## src/rtl/spi_boot_pkg.sv

```systemverilog
package spi_boot_pkg;

  localparam logic [7:0] READ_CMD   = 8'h03;
  localparam logic [7:0] IDLE_REPLY = 8'hFF;
  localparam int         HDR_BYTES  = 10;

  // strobes from control to datapath
  typedef struct packed {
    logic kick;      // start one byte exchange
    logic sendCmd;   // byte to send is the read command, else 0x00
    logic shiftHdr;  // push received byte into header register
    logic loadBlk;   // load address/count counters from header
    logic wrMem;     // write received byte to memory port
    logic csOn;      // assert chip select
    logic csOff;     // release chip select
  } ctlStrb_t;

  // status from datapath to control
  typedef struct packed {
    logic       byteDone;
    logic [7:0] rxByte;
    logic       cntZero;
    logic       lastFinal;
    logic       lastByte;
  } dpStat_t;

  typedef enum logic [2:0] {
    ST_IDLE, ST_CMD, ST_ADDR, ST_PROBE, ST_HDR, ST_EVAL, ST_PAY
  } ldState_t;

endpackage

```

## src/rtl/spi_boot_dp.sv

```systemverilog
module spi_boot_dp
  import spi_boot_pkg::*;
#(
  parameter int CLK_DIV = 2,
  parameter int ADDR_W  = 32
) (
  input  logic              clk,
  input  logic              rstN,
  input  ctlStrb_t          ctl,
  input  logic              miso,
  output dpStat_t           stat,
  output logic              sck,
  output logic              mosi,
  output logic              csN,
  output logic [ADDR_W-1:0] memAddr,
  output logic [7:0]        memData,
  output logic              memValid
);

  localparam int DIV_W = (CLK_DIV > 1) ? $clog2(CLK_DIV) : 1;
  localparam int HDR_W = 8 * HDR_BYTES;

  logic [DIV_W-1:0]  divCnt;
  logic [2:0]        bitCnt;
  logic [7:0]        txSh;
  logic [7:0]        rxSh;
  logic              busy;
  logic              sckR;
  logic              doneP;
  logic              csR;
  logic [HDR_W-1:0]  hdrSh;
  logic [ADDR_W-1:0] addrCnt;
  logic [31:0]       remCnt;
  logic              halfEnd;

  assign halfEnd = (divCnt == DIV_W'(CLK_DIV - 1));

  // byte engine: mode 0, MSB first
  always_ff @(posedge clk) begin
    if (!rstN) begin
      busy   <= 1'b0;
      sckR   <= 1'b0;
      doneP  <= 1'b0;
      divCnt <= '0;
      bitCnt <= '0;
      txSh   <= '0;
      rxSh   <= '0;
    end else begin
      doneP <= 1'b0;
      if (ctl.kick) begin
        busy   <= 1'b1;
        txSh   <= ctl.sendCmd ? READ_CMD : 8'h00;
        bitCnt <= '0;
        divCnt <= '0;
        sckR   <= 1'b0;
      end else if (busy) begin
        if (halfEnd) begin
          divCnt <= '0;
          if (!sckR) begin
            sckR <= 1'b1;
            rxSh <= {rxSh[6:0], miso};
          end else begin
            sckR <= 1'b0;
            if (bitCnt == 3'd7) begin
              busy  <= 1'b0;
              doneP <= 1'b1;
            end else begin
              bitCnt <= bitCnt + 3'd1;
              txSh   <= {txSh[6:0], 1'b0};
            end
          end
        end else begin
          divCnt <= divCnt + DIV_W'(1);
        end
      end
    end
  end

  // chip select, header capture, block counters, write port
  always_ff @(posedge clk) begin
    if (!rstN) begin
      csR      <= 1'b1;
      hdrSh    <= '0;
      addrCnt  <= '0;
      remCnt   <= '0;
      memAddr  <= '0;
      memData  <= '0;
      memValid <= 1'b0;
    end else begin
      memValid <= 1'b0;
      if (ctl.csOn)  csR <= 1'b0;
      if (ctl.csOff) csR <= 1'b1;
      if (ctl.shiftHdr) hdrSh <= {rxSh, hdrSh[HDR_W-1:8]};
      if (ctl.loadBlk) begin
        addrCnt <= ADDR_W'(hdrSh[31:0]);
        remCnt  <= hdrSh[63:32];
      end else if (ctl.wrMem) begin
        memAddr  <= addrCnt;
        memData  <= rxSh;
        memValid <= 1'b1;
        addrCnt  <= addrCnt + ADDR_W'(1);
        remCnt   <= remCnt - 32'd1;
      end
    end
  end

  assign sck  = sckR;
  assign csN  = csR;
  assign mosi = busy ? txSh[7] : 1'b0;

  assign stat.byteDone  = doneP;
  assign stat.rxByte    = rxSh;
  assign stat.cntZero   = (hdrSh[63:32] == 32'd0);
  assign stat.lastFinal = hdrSh[HDR_W-1];
  assign stat.lastByte  = (remCnt == 32'd1);

  AST_CS_HIGH_SCK_LOW: assert property (@(posedge clk) disable iff (!rstN)
    csN |-> !sck);
  AST_KICK_WHEN_IDLE: assert property (@(posedge clk) disable iff (!rstN)
    ctl.kick |-> !busy);
  AST_IDLE_SCK_LOW: assert property (@(posedge clk) disable iff (!rstN)
    !busy |-> !sck);
  AST_WRITE_AFTER_BYTE: assert property (@(posedge clk) disable iff (!rstN)
    ctl.wrMem |-> doneP);

endmodule

```

## src/rtl/spi_boot_ctrl.sv

```systemverilog
module spi_boot_ctrl
  import spi_boot_pkg::*;
#(
  parameter int MAX_ADDR_BYTES = 3,
  parameter int PW             = 2
) (
  input  logic          clk,
  input  logic          rstN,
  input  logic          start,
  input  dpStat_t       stat,
  output ctlStrb_t      ctl,
  output logic          done,
  output logic          err,
  output logic [PW-1:0] addrWidth
);

  ldState_t      st;
  logic [PW-1:0] probeCnt;
  logic [3:0]    hdrIdx;
  logic          gotReply;
  logic          probeLimit;
  logic          hdrLast;

  assign gotReply   = (stat.rxByte != IDLE_REPLY);
  assign probeLimit = (probeCnt == PW'(MAX_ADDR_BYTES));
  assign hdrLast    = (hdrIdx == 4'(HDR_BYTES - 1));

  always_comb begin
    ctl = '0;
    case (st)
      ST_IDLE: if (start) begin
        ctl.csOn    = 1'b1;
        ctl.kick    = 1'b1;
        ctl.sendCmd = 1'b1;
      end
      ST_CMD, ST_ADDR: if (stat.byteDone) ctl.kick = 1'b1;
      ST_PROBE: if (stat.byteDone) begin
        if (gotReply) begin
          ctl.shiftHdr = 1'b1;
          ctl.kick     = 1'b1;
        end else if (probeLimit) begin
          ctl.csOff = 1'b1;
        end else begin
          ctl.kick = 1'b1;
        end
      end
      ST_HDR: if (stat.byteDone) begin
        ctl.shiftHdr = 1'b1;
        if (!hdrLast) ctl.kick = 1'b1;
      end
      ST_EVAL: begin
        ctl.loadBlk = 1'b1;
        if (stat.cntZero && stat.lastFinal) ctl.csOff = 1'b1;
        else                                ctl.kick  = 1'b1;
      end
      ST_PAY: if (stat.byteDone) begin
        ctl.wrMem = 1'b1;
        if (stat.lastByte && stat.lastFinal) ctl.csOff = 1'b1;
        else                                 ctl.kick  = 1'b1;
      end
      default: ;
    endcase
  end

  always_ff @(posedge clk) begin
    if (!rstN) begin
      st        <= ST_IDLE;
      probeCnt  <= '0;
      hdrIdx    <= '0;
      done      <= 1'b0;
      err       <= 1'b0;
      addrWidth <= '0;
    end else begin
      case (st)
        ST_IDLE: if (start) begin
          done      <= 1'b0;
          err       <= 1'b0;
          addrWidth <= '0;
          st        <= ST_CMD;
        end
        ST_CMD: if (stat.byteDone) st <= ST_ADDR;
        ST_ADDR: if (stat.byteDone) begin
          probeCnt <= PW'(1);
          st       <= ST_PROBE;
        end
        ST_PROBE: if (stat.byteDone) begin
          if (gotReply) begin
            addrWidth <= probeCnt;
            hdrIdx    <= 4'd1;
            st        <= ST_HDR;
          end else if (probeLimit) begin
            err <= 1'b1;
            st  <= ST_IDLE;
          end else begin
            probeCnt <= probeCnt + PW'(1);
          end
        end
        ST_HDR: if (stat.byteDone) begin
          if (hdrLast) st <= ST_EVAL;
          else         hdrIdx <= hdrIdx + 4'd1;
        end
        ST_EVAL: begin
          if (stat.cntZero && stat.lastFinal) begin
            done <= 1'b1;
            st   <= ST_IDLE;
          end else if (stat.cntZero) begin
            hdrIdx <= '0;
            st     <= ST_HDR;
          end else begin
            st <= ST_PAY;
          end
        end
        ST_PAY: if (stat.byteDone && stat.lastByte) begin
          if (stat.lastFinal) begin
            done <= 1'b1;
            st   <= ST_IDLE;
          end else begin
            hdrIdx <= '0;
            st     <= ST_HDR;
          end
        end
        default: st <= ST_IDLE;
      endcase
    end
  end

  AST_DONE_ERR_EXCL: assert property (@(posedge clk) disable iff (!rstN)
    !(done && err));
  AST_ERR_NO_WIDTH: assert property (@(posedge clk) disable iff (!rstN)
    $rose(err) |-> (addrWidth == '0));
  AST_DONE_RELEASES_CS: assert property (@(posedge clk) disable iff (!rstN)
    $rose(done) |-> $past(ctl.csOff));
  AST_START_CLEARS: assert property (@(posedge clk) disable iff (!rstN)
    (st == ST_IDLE && start) |=> (!done && !err));

endmodule

```

## src/rtl/spi_boot_loader.sv

```systemverilog
module spi_boot_loader
  import spi_boot_pkg::*;
#(
  parameter int CLK_DIV        = 2,
  parameter int ADDR_W         = 32,
  parameter int MAX_ADDR_BYTES = 3,
  parameter int PW             = $clog2(MAX_ADDR_BYTES + 1)
) (
  input  logic              clk,
  input  logic              rstN,
  input  logic              start,
  input  logic              miso,
  output logic              sck,
  output logic              mosi,
  output logic              csN,
  output logic [ADDR_W-1:0] memAddr,
  output logic [7:0]        memData,
  output logic              memValid,
  output logic              done,
  output logic              err,
  output logic [PW-1:0]     addrWidth
);

  ctlStrb_t ctl;
  dpStat_t  stat;

  spi_boot_ctrl #(
    .MAX_ADDR_BYTES(MAX_ADDR_BYTES),
    .PW            (PW)
  ) uCtrl (
    .clk      (clk),
    .rstN     (rstN),
    .start    (start),
    .stat     (stat),
    .ctl      (ctl),
    .done     (done),
    .err      (err),
    .addrWidth(addrWidth)
  );

  spi_boot_dp #(
    .CLK_DIV(CLK_DIV),
    .ADDR_W (ADDR_W)
  ) uDp (
    .clk     (clk),
    .rstN    (rstN),
    .ctl     (ctl),
    .miso    (miso),
    .stat    (stat),
    .sck     (sck),
    .mosi    (mosi),
    .csN     (csN),
    .memAddr (memAddr),
    .memData (memData),
    .memValid(memValid)
  );

endmodule

```

## config.mk

```make
export PLATFORM = sky130hd
export DESIGN_NAME = spi_boot_loader
export DESIGN_NICKNAME = d
export VERILOG_FILES = /design/src/rtl/spi_boot_pkg.sv /design/src/rtl/spi_boot_dp.sv /design/src/rtl/spi_boot_ctrl.sv /design/src/rtl/spi_boot_loader.sv
export SDC_FILE = /design/constraint.sdc
export NUM_CORES = 1
export LEC_CHECK = 0
export BUFFER_PORTS_ARGS = -buffer_cell sky130_fd_sc_hd__buf_2
export CORE_ASPECT_RATIO = 0.5
export CORE_UTILIZATION = 40
export CTS_CLUSTER_DIAMETER = 30
export CTS_CLUSTER_SIZE = 40
export DETAILED_ROUTE_END_ITERATION = 6
export SYNTH_ARGS = -nofsm -noshare
export SYNTH_HDL_FRONTEND = slang
export SYNTH_SLANG_ARGS = --single-unit
```

## constraint.sdc

```tcl
create_clock -name clk -period 5.2 [get_ports clk]
set_input_delay 0.52 -clock clk [delete_from_list [all_inputs] [get_ports clk]]
set_output_delay 0.52 -clock clk [all_outputs]
set_load 0.03 [all_outputs]
```

After elaboration in Yosys (flattened, before gate mapping)
Cells that the tools add are included. W data, S select, Z words.

Output and inout bits: 48. Register bits after elaboration: 222. Word-level logic and storage cells: 178. Input bits: 4.

Bitwise gates (word level): 7. Eq/ne operators: 30. Reductions and logical operators: 29. $add $sub $neg: 6. Mux-type cells: 86.

Operators by type and width (count): $mux W32 (4); $mux W8 (5); $mux W1 (39); $mux W3 (11); $add A32 B1 Y32 const B (1); $eq A32 B1 Y1 const B (1); $logic_not A32 Y1 (1); $mux W4 (8); $sub A32 B1 Y32 const B (1); $ne A2 B1 Y1 const B (11); $pmux W3 S7 (1); $mux W2 (10); $pmux W4 S4 (1); $reduce_and A4 Y1 (4); $reduce_and A5 Y1 (3); $ne A2 B2 Y1 const B (7); $eq A3 B3 Y1 const B (4); $reduce_bool A2 Y1 (6); $reduce_and A9 Y1 (1); $ne A8 B8 Y1 const B (1); $pmux W2 S2 (2); $reduce_and A8 Y1 (1); $reduce_or A2 Y1 (4); $not A1 Y1 (7); other kinds (18) (24).

Depth between registers and ports, before layout
Depth in word-level cells: 7. Depth in mapped cells: 10. Gate-level depth less buffers: 8.

Hierarchy
A second synthesis with hierarchy kept.

Cell total of the unflattened synthesis: 1169. Area, all modules: 9930.8 um^2.

Modules (own cells, without submodules): spi_boot_dp (seq. area each 4184.0 um^2, cells each 1042, instances 1, area each 8978.6 um^2); spi_boot_ctrl (seq. area each 260.2 um^2, cells each 127, instances 1, area each 952.2 um^2).

Worst setup path before layout
OpenSTA, ideal clock, no wires.

Kind: register -> register. From: register uDp.remCnt[0]. To: register uDp.remCnt[30]. Path slack: 2.408 ns. Library setup time: 0.070 ns. Path buffers: 2. Stages on the path, launching flop included: 11. Period minus slack after synthesis: 2.792 ns. Arrival: 2.721 ns. Cells stage by stage: dfxtp_1 inv_1 ha_1 or3b_2 or3_1 clkbuf_1 or4_1 clkbuf_1 nor4_2 mux2_2 a21oi_1.

Cells in the longest elaborated chain, start to end: 3.

RTL lines: start, declared (line spi_boot_dp.sv:33) `logic [31:0] remCnt;`; start signal, assigned (line spi_boot_dp.sv:96) `remCnt <= hdrSh[63:32];`; start signal, assigned (line spi_boot_dp.sv:102) `remCnt <= remCnt - 32'd1;`; $sub A32 B1 Y32 (line spi_boot_dp.sv:102); $mux W32 (line spi_boot_dp.sv:97) `end else if (ctl.wrMem) begin`; $mux W32 (line spi_boot_dp.sv:94) `if (ctl.loadBlk) begin`.

No other way between the ends. The select of a mux whose other input is x is not followed. A chain may end at the register's enable or synchronous reset.

Worst setup path after layout
From: register uCtrl.st[2]. To: register uDp.addrCnt[2].

Cells in the longest elaborated chain, start to end: 3.

RTL lines: start, declared (line spi_boot_ctrl.sv:17) `ldState_t st;`; start signal, assigned (line spi_boot_ctrl.sv:67) `st <= ST_IDLE;`; start signal, assigned (line spi_boot_ctrl.sv:79) `st <= ST_CMD;`; start signal, assigned (line spi_boot_ctrl.sv:81) `ST_CMD: if (stat.byteDone) st <= ST_ADDR;`; $eq A3 B3 Y1 (line spi_boot_ctrl.sv:30) `case (st)`; $mux W1 (line spi_boot_ctrl.sv:30); $mux W32 or $reduce_bool A2 Y1 (tied branches); end signal, assigned (line spi_boot_dp.sv:95) `addrCnt <= ADDR_W'(hdrSh[31:0]);`; end signal, assigned (line spi_boot_dp.sv:101) `addrCnt <= addrCnt + ADDR_W'(1);`; end, declared (line spi_boot_dp.sv:32) `logic [ADDR_W-1:0] addrCnt;`.

Several ways; a longest one is shown, not always the timed one.

==> run summary <==
post-DP HPWL: 16,300 um
EDFF count, synth: 0
WP data arrival: 3.57 ns
PostCTS Resize Cnt: 0
pwr/cell area: 412 nW/um^2
leakage power: 3.87 nW
Comb pwr share: 6.9%
Setup Skew: 0.0124 ns
Synth Register Bits: 222
status: finished, violations left
Final min period: 3.22 ns
RSZ-0062 raised after global routing: no
area growth from synthesis to layout: 17.9%
vias in the first global route: 8,081
Slew @ Worst Pin: 1.09 ns
1st-pass router iterations: 7
# setup viols final: 0
area of the core: 23,100 sq um
first-pass GRT wire length: 41,400 um
internal cell power: 3.51 mW
ANT nets after route: 0
Max clock buf depth: 3
Mapped Area: 9500 sq um
CP Class: register to register
# rows: 39
CTS tree: done
Sink Count: 222
antenna diode count: 0
CP Launch Type: register
sw power: 1.11 mW
fin cells: 1,557
f_max: 310 MHz
largest net degree at the start of global routing: 118
DR vias/cell: 5.62
GRT overflow: 0
Die Width: 220 um
count of warnings emitted by yosys: 0
setup TNS: 0 ns
PortBufs: 51
Slew headroom: 26.9%
clock share of power: 54.3%
Post-DP Area: 9900 sq um
max-slew violations: 0
# Post-CTS Setup Buffers: 0
CP Max Fanout: 24
Total GRT Usage: 20.7%
Placed Instances: 1,491
Main synth FF type: dfxtp_1
share of layout cells above drive strength 1: 11.8%
H-tree depth: 2
commonest cells after routing, fill and taps aside: nand2_1, dfxtp_1, a21oi_1, nor2_1, buf_2
worst path required time: 5.55 ns
distinct cell type count after synthesis: 63
Hold Fails Final Rpt: 0
failing checks: design-rule violations
Via Count: 8,758
Fill cells: 2,224
nets: 1,235
sw frac: 23.9%
clock root buffer: clkbuf_16
Post-CTS Hold Buffers: 0
Syn Inst Count: 1,211
Worst-Skew Late Latency: 0.50 ns
die span in y: 111 um
Mapped Nets: 1,223
die area: 24,400 sq um
Peak VDD IR: 229 uV
Post-synth ARST share: 0%
antenna violations before repair: 0
clk slew on worst S/H paths: 0.05 ns
sequential fraction of the synthesis area: 46.8%
fin crit share: 62.0%
initial core utilization: 41.2%
Post-Layout Inst Area: 11,200 sq um
GPL Wtd Cong: 0.887
WL per Instance: 16.3 um
Setup crit end kind: register
commonest non-fill, non-tap cell in the layout: nand2_1
I/O Pins: 52
clock buffers created by TritonCTS: 37
max cap viols: 0
Detailed Route Iter0 Violations: 830
mean post-synth cell area: 7.85 sq um
sequential power share: 38.7%
final wirelength: 25,400 um
Hold Path Class: input pin to register
DRC viols: 11
Yosys cell counts, types with 8 or more instances:
library cell,n,area [sq um]
nor4_1,20,125
o21ai_0,33,165
nor3_1,32,160
nand4_1,12,75.1
o211ai_1,15,113
ha_1,8,100
and3_1,11,68.8
nand2_1,318,1190
dfxtp_1,222,4440
a31oi_1,8,50.1
clkbuf_1,78,293
nor2_1,59,221
or4_1,11,82.6
a221oi_1,12,105
or3_1,8,50.1
mux2i_1,11,110
nand3_1,25,125
a21oi_1,204,1020
power groups by stage:
stage,Sequential [mW],Clock (mW),Combinational [mW]
after floorplan,1.79,0,0.271
after global placement,1.82,0,0.315
after detailed placement,1.82,0,0.316
after CTS,1.79,2.55,0.317
after global routing,1.79,2.64,0.349
final,1.79,2.51,0.320
area by class of cell:
type	instances	area, sq um	share of cell area [%]
well taps	307	384	3.43
inverters	7	31.3	0.279
clock inverters	15	199	1.78
repair buffers	59	315	2.82
flip-flops and latches	222	4440	39.7
multi-input cells	896	4730	42.2
clock buffers	51	1100	9.83
logic make-up after synthesis:
logic type / after synthesis / share of synthesized area, %
DFF: 222 / 46.8
AOI/OAI and AO/OA: 330 / 20.3
adders and majority gates: 8 / 1.05
buffers and inverters: 93 / 3.75
and+or+nand+nor: 536 / 25.8
muxes: 16 / 1.75
xor gates and xnor gates: 6 / 0.553
final timing paths:
| check | from | slack [ns] | depth (start not counted) | end |
|---|---|---|---|---|
| max | uCtrl.st[2] | 1.98 | 5 | uDp.addrCnt[2] |
| min | miso | 0.27 | 3 | uDp.rxSh[0] |
| max reg2reg | uCtrl.st[2] | 1.98 | 5 | uDp.addrCnt[2] |
| min reg2reg | uDp.txSh[7] | 0.45 | 2 | uDp.txSh[7] |
layer usage:
| layer | global-route usage [%] | share of wire (%) | vias up |
|---|---|---|---|
| met5 | 0 | 0 | - |
| met4 | 5.75 | 2.0 | 0 |
| met3 | 4.06 | 5.6 | 45 |
| met2 | 32.3 | 45 | 212 |
| met1 | 29.0 | 47 | 4191 |
| li1 | - | - | 4310 |
sequential cells by signal, summed over array words and instances (netlist names), 2 cells and up:
name	count
uCtrl.addrWidth	2
uCtrl.hdrIdx	4
uCtrl.probeCnt	2
uCtrl.st	3
uDp.addrCnt	32
uDp.bitCnt	3
uDp.hdrSh	80
uDp.memAddr	32
uDp.memData	8
uDp.remCnt	32
uDp.rxSh	8
uDp.txSh	8
critical path: stages, from the launching register on:
cell and delay, ns:
dfxtp_1 0.74, nand3_1 0.86, nand2_1 0.87, o21ai_0 0.20, a221oi_1 0.32, nor2_1 0.07
per-stage QoR:
| stage | total power [mW] | utilization [%] | worst slack (ns) | hold WS, ns |
|---|---|---|---|---|
| floorplan | 2.06 | - | 2.41 | 0.432 |
| global placement | 2.13 | 42.9 | 2.15 | 0.436 |
| detailed placement | 2.14 | 42.9 | 2.05 | 0.443 |
| CTS | 4.66 | 48.5 | 2.04 | 0.258 |
| global route | 4.78 | 48.5 | 1.69 | 0.265 |
| finish | 4.62 | 48.5 | 1.98 | 0.269 |
Note: power is estimated with default switching activity, not from simulation.
